### src/rtl/cs_shift_pkg.sv
package cs_shift_pkg;

    typedef enum logic {
        SEQ_IDLE = 1'b0,
        SEQ_RUN  = 1'b1
    } seq_mode_e;

    // Index of the word that follows idx in a ring of n words.
    function automatic int unsigned ring_next(input int unsigned idx, input int unsigned n);
        return (idx + 1 >= n) ? 0 : idx + 1;
    endfunction

endpackage

### src/rtl/cs_shadow_bank.sv
module cs_shadow_bank #(
    parameter int WORD_W    = 32,
    parameter int NUM_WORDS = 6,
    localparam int IDX_W    = $clog2(NUM_WORDS)
) (
    input  logic              clk,
    input  logic              rst_n,
    input  logic              wr_en,
    input  logic [IDX_W-1:0]  wr_idx,
    input  logic [WORD_W-1:0] wr_data,
    input  logic [IDX_W-1:0]  rd_idx,
    output logic [WORD_W-1:0] rd_word
);

    logic [NUM_WORDS-1:0][WORD_W-1:0] bank_d;
    logic [NUM_WORDS-1:0][WORD_W-1:0] bank_q;

    for (genvar g = 0; g < NUM_WORDS; g++) begin : g_word
        always_comb begin
            bank_d[g] = bank_q[g];
            if (wr_en && (wr_idx == IDX_W'(g))) begin
                bank_d[g] = wr_data;
            end
        end

        always_ff @(posedge clk) begin
            if (!rst_n) begin
                bank_q[g] <= '0;
            end else begin
                bank_q[g] <= bank_d[g];
            end
        end
    end

    // Read returns the registered value, so a write on the load edge is not seen.
    always_comb begin
        rd_word = '0;
        for (int i = 0; i < NUM_WORDS; i++) begin
            if (rd_idx == IDX_W'(i)) begin
                rd_word = bank_q[i];
            end
        end
    end

endmodule

### src/rtl/cs_bit_sequencer.sv
module cs_bit_sequencer
    import cs_shift_pkg::*;
#(
    parameter int WORD_W    = 32,
    parameter int NUM_WORDS = 6,
    localparam int IDX_W    = $clog2(NUM_WORDS),
    localparam int BIT_W    = $clog2(WORD_W)
) (
    input  logic              clk,
    input  logic              rst_n,
    input  logic              tx_en,
    input  logic              cs_en,
    input  logic              frame_strobe,
    input  logic [WORD_W-1:0] load_word,
    output logic [IDX_W-1:0]  load_idx,
    output logic              load_pulse,
    output logic              halt_pulse,
    output logic              run,
    output logic              cs_bit,
    output logic              block_start
);

    localparam logic [BIT_W-1:0] LAST_BIT = BIT_W'(WORD_W - 1);

    typedef struct packed {
        seq_mode_e         mode;
        logic [IDX_W-1:0]  ptr;
        logic [BIT_W-1:0]  bitpos;
        logic [WORD_W-1:0] shreg;
    } seq_state_t;

    seq_state_t seq_d, seq_q;
    logic [IDX_W-1:0] next_ptr;

    always_comb begin
        next_ptr   = IDX_W'(ring_next(int'(seq_q.ptr), NUM_WORDS));
        seq_d      = seq_q;
        load_pulse = 1'b0;
        halt_pulse = 1'b0;
        load_idx   = (seq_q.mode == SEQ_IDLE) ? '0 : next_ptr;

        unique case (seq_q.mode)
            SEQ_IDLE: begin
                if (frame_strobe && tx_en && cs_en) begin
                    load_pulse   = 1'b1;
                    seq_d.mode   = SEQ_RUN;
                    seq_d.ptr    = '0;
                    seq_d.bitpos = '0;
                    seq_d.shreg  = load_word;
                end
            end
            SEQ_RUN: begin
                if (!cs_en || (frame_strobe && !tx_en)) begin
                    // Stop wins over any load due on this edge.
                    halt_pulse   = 1'b1;
                    seq_d.mode   = SEQ_IDLE;
                    seq_d.ptr    = '0;
                    seq_d.bitpos = '0;
                    seq_d.shreg  = '0;
                end else if (frame_strobe) begin
                    if (seq_q.bitpos == LAST_BIT) begin
                        load_pulse   = 1'b1;
                        seq_d.ptr    = next_ptr;
                        seq_d.bitpos = '0;
                        seq_d.shreg  = load_word;
                    end else begin
                        seq_d.bitpos = seq_q.bitpos + 1'b1;
                        seq_d.shreg  = seq_q.shreg >> 1;
                    end
                end
            end
            default: seq_d = seq_q;
        endcase
    end

    always_ff @(posedge clk) begin
        if (!rst_n) begin
            seq_q <= '{mode: SEQ_IDLE, ptr: '0, bitpos: '0, shreg: '0};
        end else begin
            seq_q <= seq_d;
        end
    end

    assign run         = (seq_q.mode == SEQ_RUN);
    assign cs_bit      = run && cs_en && seq_q.shreg[0];
    assign block_start = run && cs_en && (seq_q.ptr == '0) && (seq_q.bitpos == '0);

endmodule

### src/rtl/cs_busy_tracker.sv
module cs_busy_tracker #(
    parameter int NUM_WORDS = 6,
    localparam int IDX_W    = $clog2(NUM_WORDS)
) (
    input  logic             clk,
    input  logic             rst_n,
    input  logic             cs_en,
    input  logic             load_pulse,
    input  logic [IDX_W-1:0] load_idx,
    input  logic             halt_pulse,
    output logic             busy
);

    localparam logic [IDX_W-1:0] LAST_IDX = IDX_W'(NUM_WORDS - 1);

    typedef struct packed {
        logic busy;
    } busy_state_t;

    busy_state_t bs_d, bs_q;

    always_comb begin
        bs_d = bs_q;
        if (halt_pulse || !cs_en) begin
            bs_d.busy = 1'b0;
        end else if (load_pulse && (load_idx == '0)) begin
            bs_d.busy = 1'b1;
        end else if (load_pulse && (load_idx == LAST_IDX)) begin
            bs_d.busy = 1'b0;
        end
    end

    always_ff @(posedge clk) begin
        if (!rst_n) begin
            bs_q <= '{busy: 1'b0};
        end else begin
            bs_q <= bs_d;
        end
    end

    assign busy = bs_q.busy;

endmodule

### src/rtl/cs_block_shifter.sv
module cs_block_shifter #(
    parameter int WORD_W    = 32,
    parameter int NUM_WORDS = 6,
    localparam int IDX_W    = $clog2(NUM_WORDS)
) (
    input  logic              clk,
    input  logic              rst_n,
    input  logic              tx_en,
    input  logic              cs_en,
    input  logic              frame_strobe,
    input  logic              wr_en,
    input  logic [IDX_W-1:0]  wr_idx,
    input  logic [WORD_W-1:0] wr_data,
    output logic              cs_bit,
    output logic              block_start,
    output logic              cs_busy
);

    logic [IDX_W-1:0]  load_idx;
    logic [WORD_W-1:0] load_word;
    logic              load_pulse;
    logic              halt_pulse;
    logic              seq_run;

    cs_shadow_bank #(
        .WORD_W   (WORD_W),
        .NUM_WORDS(NUM_WORDS)
    ) bank_i (
        .clk    (clk),
        .rst_n  (rst_n),
        .wr_en  (wr_en),
        .wr_idx (wr_idx),
        .wr_data(wr_data),
        .rd_idx (load_idx),
        .rd_word(load_word)
    );

    cs_bit_sequencer #(
        .WORD_W   (WORD_W),
        .NUM_WORDS(NUM_WORDS)
    ) seq_i (
        .clk         (clk),
        .rst_n       (rst_n),
        .tx_en       (tx_en),
        .cs_en       (cs_en),
        .frame_strobe(frame_strobe),
        .load_word   (load_word),
        .load_idx    (load_idx),
        .load_pulse  (load_pulse),
        .halt_pulse  (halt_pulse),
        .run         (seq_run),
        .cs_bit      (cs_bit),
        .block_start (block_start)
    );

    cs_busy_tracker #(
        .NUM_WORDS(NUM_WORDS)
    ) busy_i (
        .clk       (clk),
        .rst_n     (rst_n),
        .cs_en     (cs_en),
        .load_pulse(load_pulse),
        .load_idx  (load_idx),
        .halt_pulse(halt_pulse),
        .busy      (cs_busy)
    );

endmodule

### config.mk
export PLATFORM = sky130hd
export DESIGN_NAME = cs_block_shifter
export DESIGN_NICKNAME = d
export VERILOG_FILES = /design/src/rtl/cs_shift_pkg.sv /design/src/rtl/cs_shadow_bank.sv /design/src/rtl/cs_bit_sequencer.sv /design/src/rtl/cs_busy_tracker.sv /design/src/rtl/cs_block_shifter.sv
export SDC_FILE = /design/constraint.sdc
export NUM_CORES = 1
export LEC_CHECK = 0
export ABC_AREA = 1
export BUFFER_PORTS_ARGS = -buffer_cell sky130_fd_sc_hd__buf_2
export CAP_MARGIN = 20
export CELL_PAD_IN_SITES_DETAIL_PLACEMENT = 2
export CELL_PAD_IN_SITES_GLOBAL_PLACEMENT = 2
export CORE_MARGIN = 2
export CORE_UTILIZATION = 35
export DETAILED_ROUTE_END_ITERATION = 10
export PLACE_DENSITY_LB_ADDON = 0.3
export SLEW_MARGIN = 10
export SYNTH_ARGS = -nofsm -noshare
export SYNTH_HDL_FRONTEND = slang
export SYNTH_SLANG_ARGS = --single-unit
### constraint.sdc
create_clock -name clk -period 3.1 [get_ports clk]
set_input_delay 0.465 -clock clk [delete_from_list [all_inputs] [get_ports clk]]
set_output_delay 0.465 -clock clk [all_outputs]
set_load 0.02 [all_outputs]
==> flow_summary.toml <==
[global_routing]
grt_pass1_vias = 11510
grt_overflow = 0
grt_usage_pct = 26.37
grt_max_degree = 209
antenna_found_initial = 1
grt_pass1_wl_um = 64450

[power]
switching_power_mw = 1.727
swShare_pct = 25.11
leakagePower_nw = 5.190
seqPwrFrac_pct = 46.0
power_frac_comb_pct = 6.9
ir_drop_mv = 0.4140
total_power_mw = 6.877
p_clk_share_pct = 47.1
powerDensity_nw_per_um2 = 579.3
p_int_mw = 5.151

[detailed_routing]
first_pass_iters = 5
drt-initial-drc-count = 539
viasPerCell = 5.413
drt-met1-wl_um = 18570
drc = 0
highest_layer = "met4"
detail-route-antenna-nets = 0
wl_met2_um = 19640
wire_per_inst_um = 20.88
wl_met3_um = 1149
drt_wl_total_um = 40260
via_count = 10440

[cts]
cts_made_buffers = 28
cts_root_buf = "clkbuf_16"
cts.path.max_buffers = 3
path_clk_slew_ns = 0.07
cts.hold.buffers_added = 0
clock_latency_ns = 0.56
ctsResizeCount = 0
htree_levels = 1
cts_tree = "built"
cts_setup_buffers = 0
clock_sinks = 234

[setup_path]
path_buf_inv = 4
cp.depth = 14
path_class = "reg2reg"
rr_worst_depth = 14
end_kind = "register"
critical-path-slowest-cell = "ha_1"
crit_family = "simple AND/OR/NAND/NOR gates"
path_common_cell = "nand2_1"
crit_fanout = 40
max_stage_delay_ns = 0.48
cp_cell_sequence = "inv_1 > ha_1 > inv_2 > nand2_1 > nand3_2 > nand3b_2 > nor2_2 > inv_2 > buf_12 > nand3_1 > o21ai_0 > nand3_1 > nand2_1 > nand2_1"
arrival_ns = 3.31
crit_path_start_kind = "register"
crit_required_ns = 3.54

[timing]
fin_worst_skew_ns = 0.01073
finalCritPeriodShare_pct = 92.51
rsz0062_at_grt = "no"
finalSetupViolations = 0
fmax_ghz = 0.3487
hold_viol = 0
period_needed_ns = 2.868
slew_viol_final = 0
fin_setup_tns_ns = 0
worst_pin_slew_ns = 0.9110
max_slew_margin_pct = 39.27

[synthesis]
synth_seq_area_share_pct = 45.24
syn_area_sq_um = 10350
synth_fp_nets = 1561
synth_flop_cell = "dfxtp_1"
avgSynthCellArea_sq_um = 6.839
ys_warn_count = 0
synth_cells = 1514
ys_ff_latch = 234
synthTopCellsByArea = "dfxtp_1 45%, o21ai_0 14%, nor2_1 9.0%, nand2_1 7.9%, inv_1 6.2%"
synth_top_area_share_pct = 45.24
async_flop_share_pct = 0
synth_edf_count = 0
ys_types = 31
synth_top_cell_by_area = "dfxtp_1"

[min_path]
hp-class = "in2reg"
min_path_cells = 3

[layout]
nets = 1571
fin_util_pct = 41.03
fill_cells = 3478
drive_gt1_share_pct = 9.657
layout_common_cells = "296 x o21ai_0, 244 x nor2_1, 234 x dfxtp_1, 218 x nand2_1, 170 x inv_1"
syn2layout_area_growth_pct = 14.66
final_common_cell = "o21ai_0"

[floorplanning]
initial_core_util_pct = 35.78
num_rows = 62
num_io_pins = 44
die_h_um = 176.0
die_area_sq_um = 30970
core_sq_um = 28940
die_w_um = 176.0

[outcome]
status = "complete, no violations"

[run]
cap_violations = 0

[place]
io_buffers = 43
routabilityCongestion = 0.7286
hpwl_um = 23990
[through the flow]
step	hold WS [ns]	instance area (sq um)	setup slack [ns]	std cells
2_1_floorplan	0.4237	10350	0.8835	1514
3_3_place_gp	0.4328	10970	0.5637	1878
3_5_place_dp	0.4440	10970	0.4227	1878
4_1_cts	0.1882	11870	0.2609	1927
5_1_grt	0.1985	11870	0.1041	1928
6_report	0.2100	11870	0.2322	1928
[flip-flops by register name (all words and copies together) (netlist names)]
name	flops
seq_i.seq_q	40
seq_i.run	1
bank_i.bank_q	192
busy_i.busy	1
[worst min-delay path: cells and delay by family]
| kind | cells | cell delay (ns) |
|---|---|---|
| buffers and inverters | 2 | 0.20 |
| AND/OR/NAND/NOR | 1 | 0.05 |
[cell families (layout without fill, tap and decap cells)]
group           after synthesis  after routing  share of synthesized area (%)
buf+inv                     278            307                          10.45
simple gates                580            580                          23.25
fa+ha+maj                     6              6                         0.7251
flops                       234            234                          45.24
compound gates              415            415                          20.24
other cells                   0              1                              0
xor+xnor                      1              1                        0.08461
[per-layer routing]
layer | vias up | GRT usage [%]
met4 | 0 | 6.680
met3 | 59 | 2.907
met5 | - | 0
li1 | 4877 | -
met2 | 144 | 46.95
met1 | 5356 | 34.07
[power groups by stage]
| stage | Clock [mW] | Combinational [mW] | Sequential [mW] |
|---|---|---|---|
| 2_1_floorplan | 0 | 0.263 | 3.21 |
| 3_3_place_gp | 0 | 0.441 | 3.22 |
| 3_5_place_dp | 0 | 0.462 | 3.23 |
| 4_1_cts | 3.31 | 0.474 | 3.16 |
| 5_1_grt | 3.42 | 0.531 | 3.17 |
| 6_report | 3.24 | 0.473 | 3.16 |
[area by class of cell]
cell class	instances	area, sq um	share of cell area, %
sequential	234	4684	39.46
timing repair buffer	78	518.0	4.363
clock buffer	43	868.3	7.314
inverter	180	675.6	5.691
clock inverter	6	30.03	0.2530
tap	384	480.5	4.047
antenna	1	2.502	0.02108
multi-input combinational	1002	4612	38.85
[worst paths after layout]
| path | startpoint | to | slack [ns] |
|---|---|---|---|
| worst min-delay path | rst_n | seq_i.run$_SDFF_PN0_ | 0.21 |
| worst max register to register | seq_i.seq_q[37]$_SDFFE_PN0P_ | seq_i.seq_q[6]$_SDFFE_PN0P_ | 0.23 |
| worst min register to register | bank_i.bank_q[109]$_SDFFE_PN0P_ | bank_i.bank_q[109]$_SDFFE_PN0P_ | 0.45 |
| worst max-delay path | seq_i.seq_q[37]$_SDFFE_PN0P_ | seq_i.seq_q[6]$_SDFFE_PN0P_ | 0.23 |
[synthesized netlist by cell type, types with 2 or more instances]
cell        n
buf_6       2
ha_1        6
nand3_2     2
clkbuf_1   79
clkinv_1    3
nand2_1   219
inv_2       6
nand4_4     2
o21ai_2     2
dfxtp_1   234
nand4_1    16
buf_2      16
o21ai_0   296
nor3_1      4
o21ai_1    17
nand3_1    82
a21oi_1    94
inv_1     171
o22ai_1     3
nor2_1    249
Power figures use the tool's default switching activity.
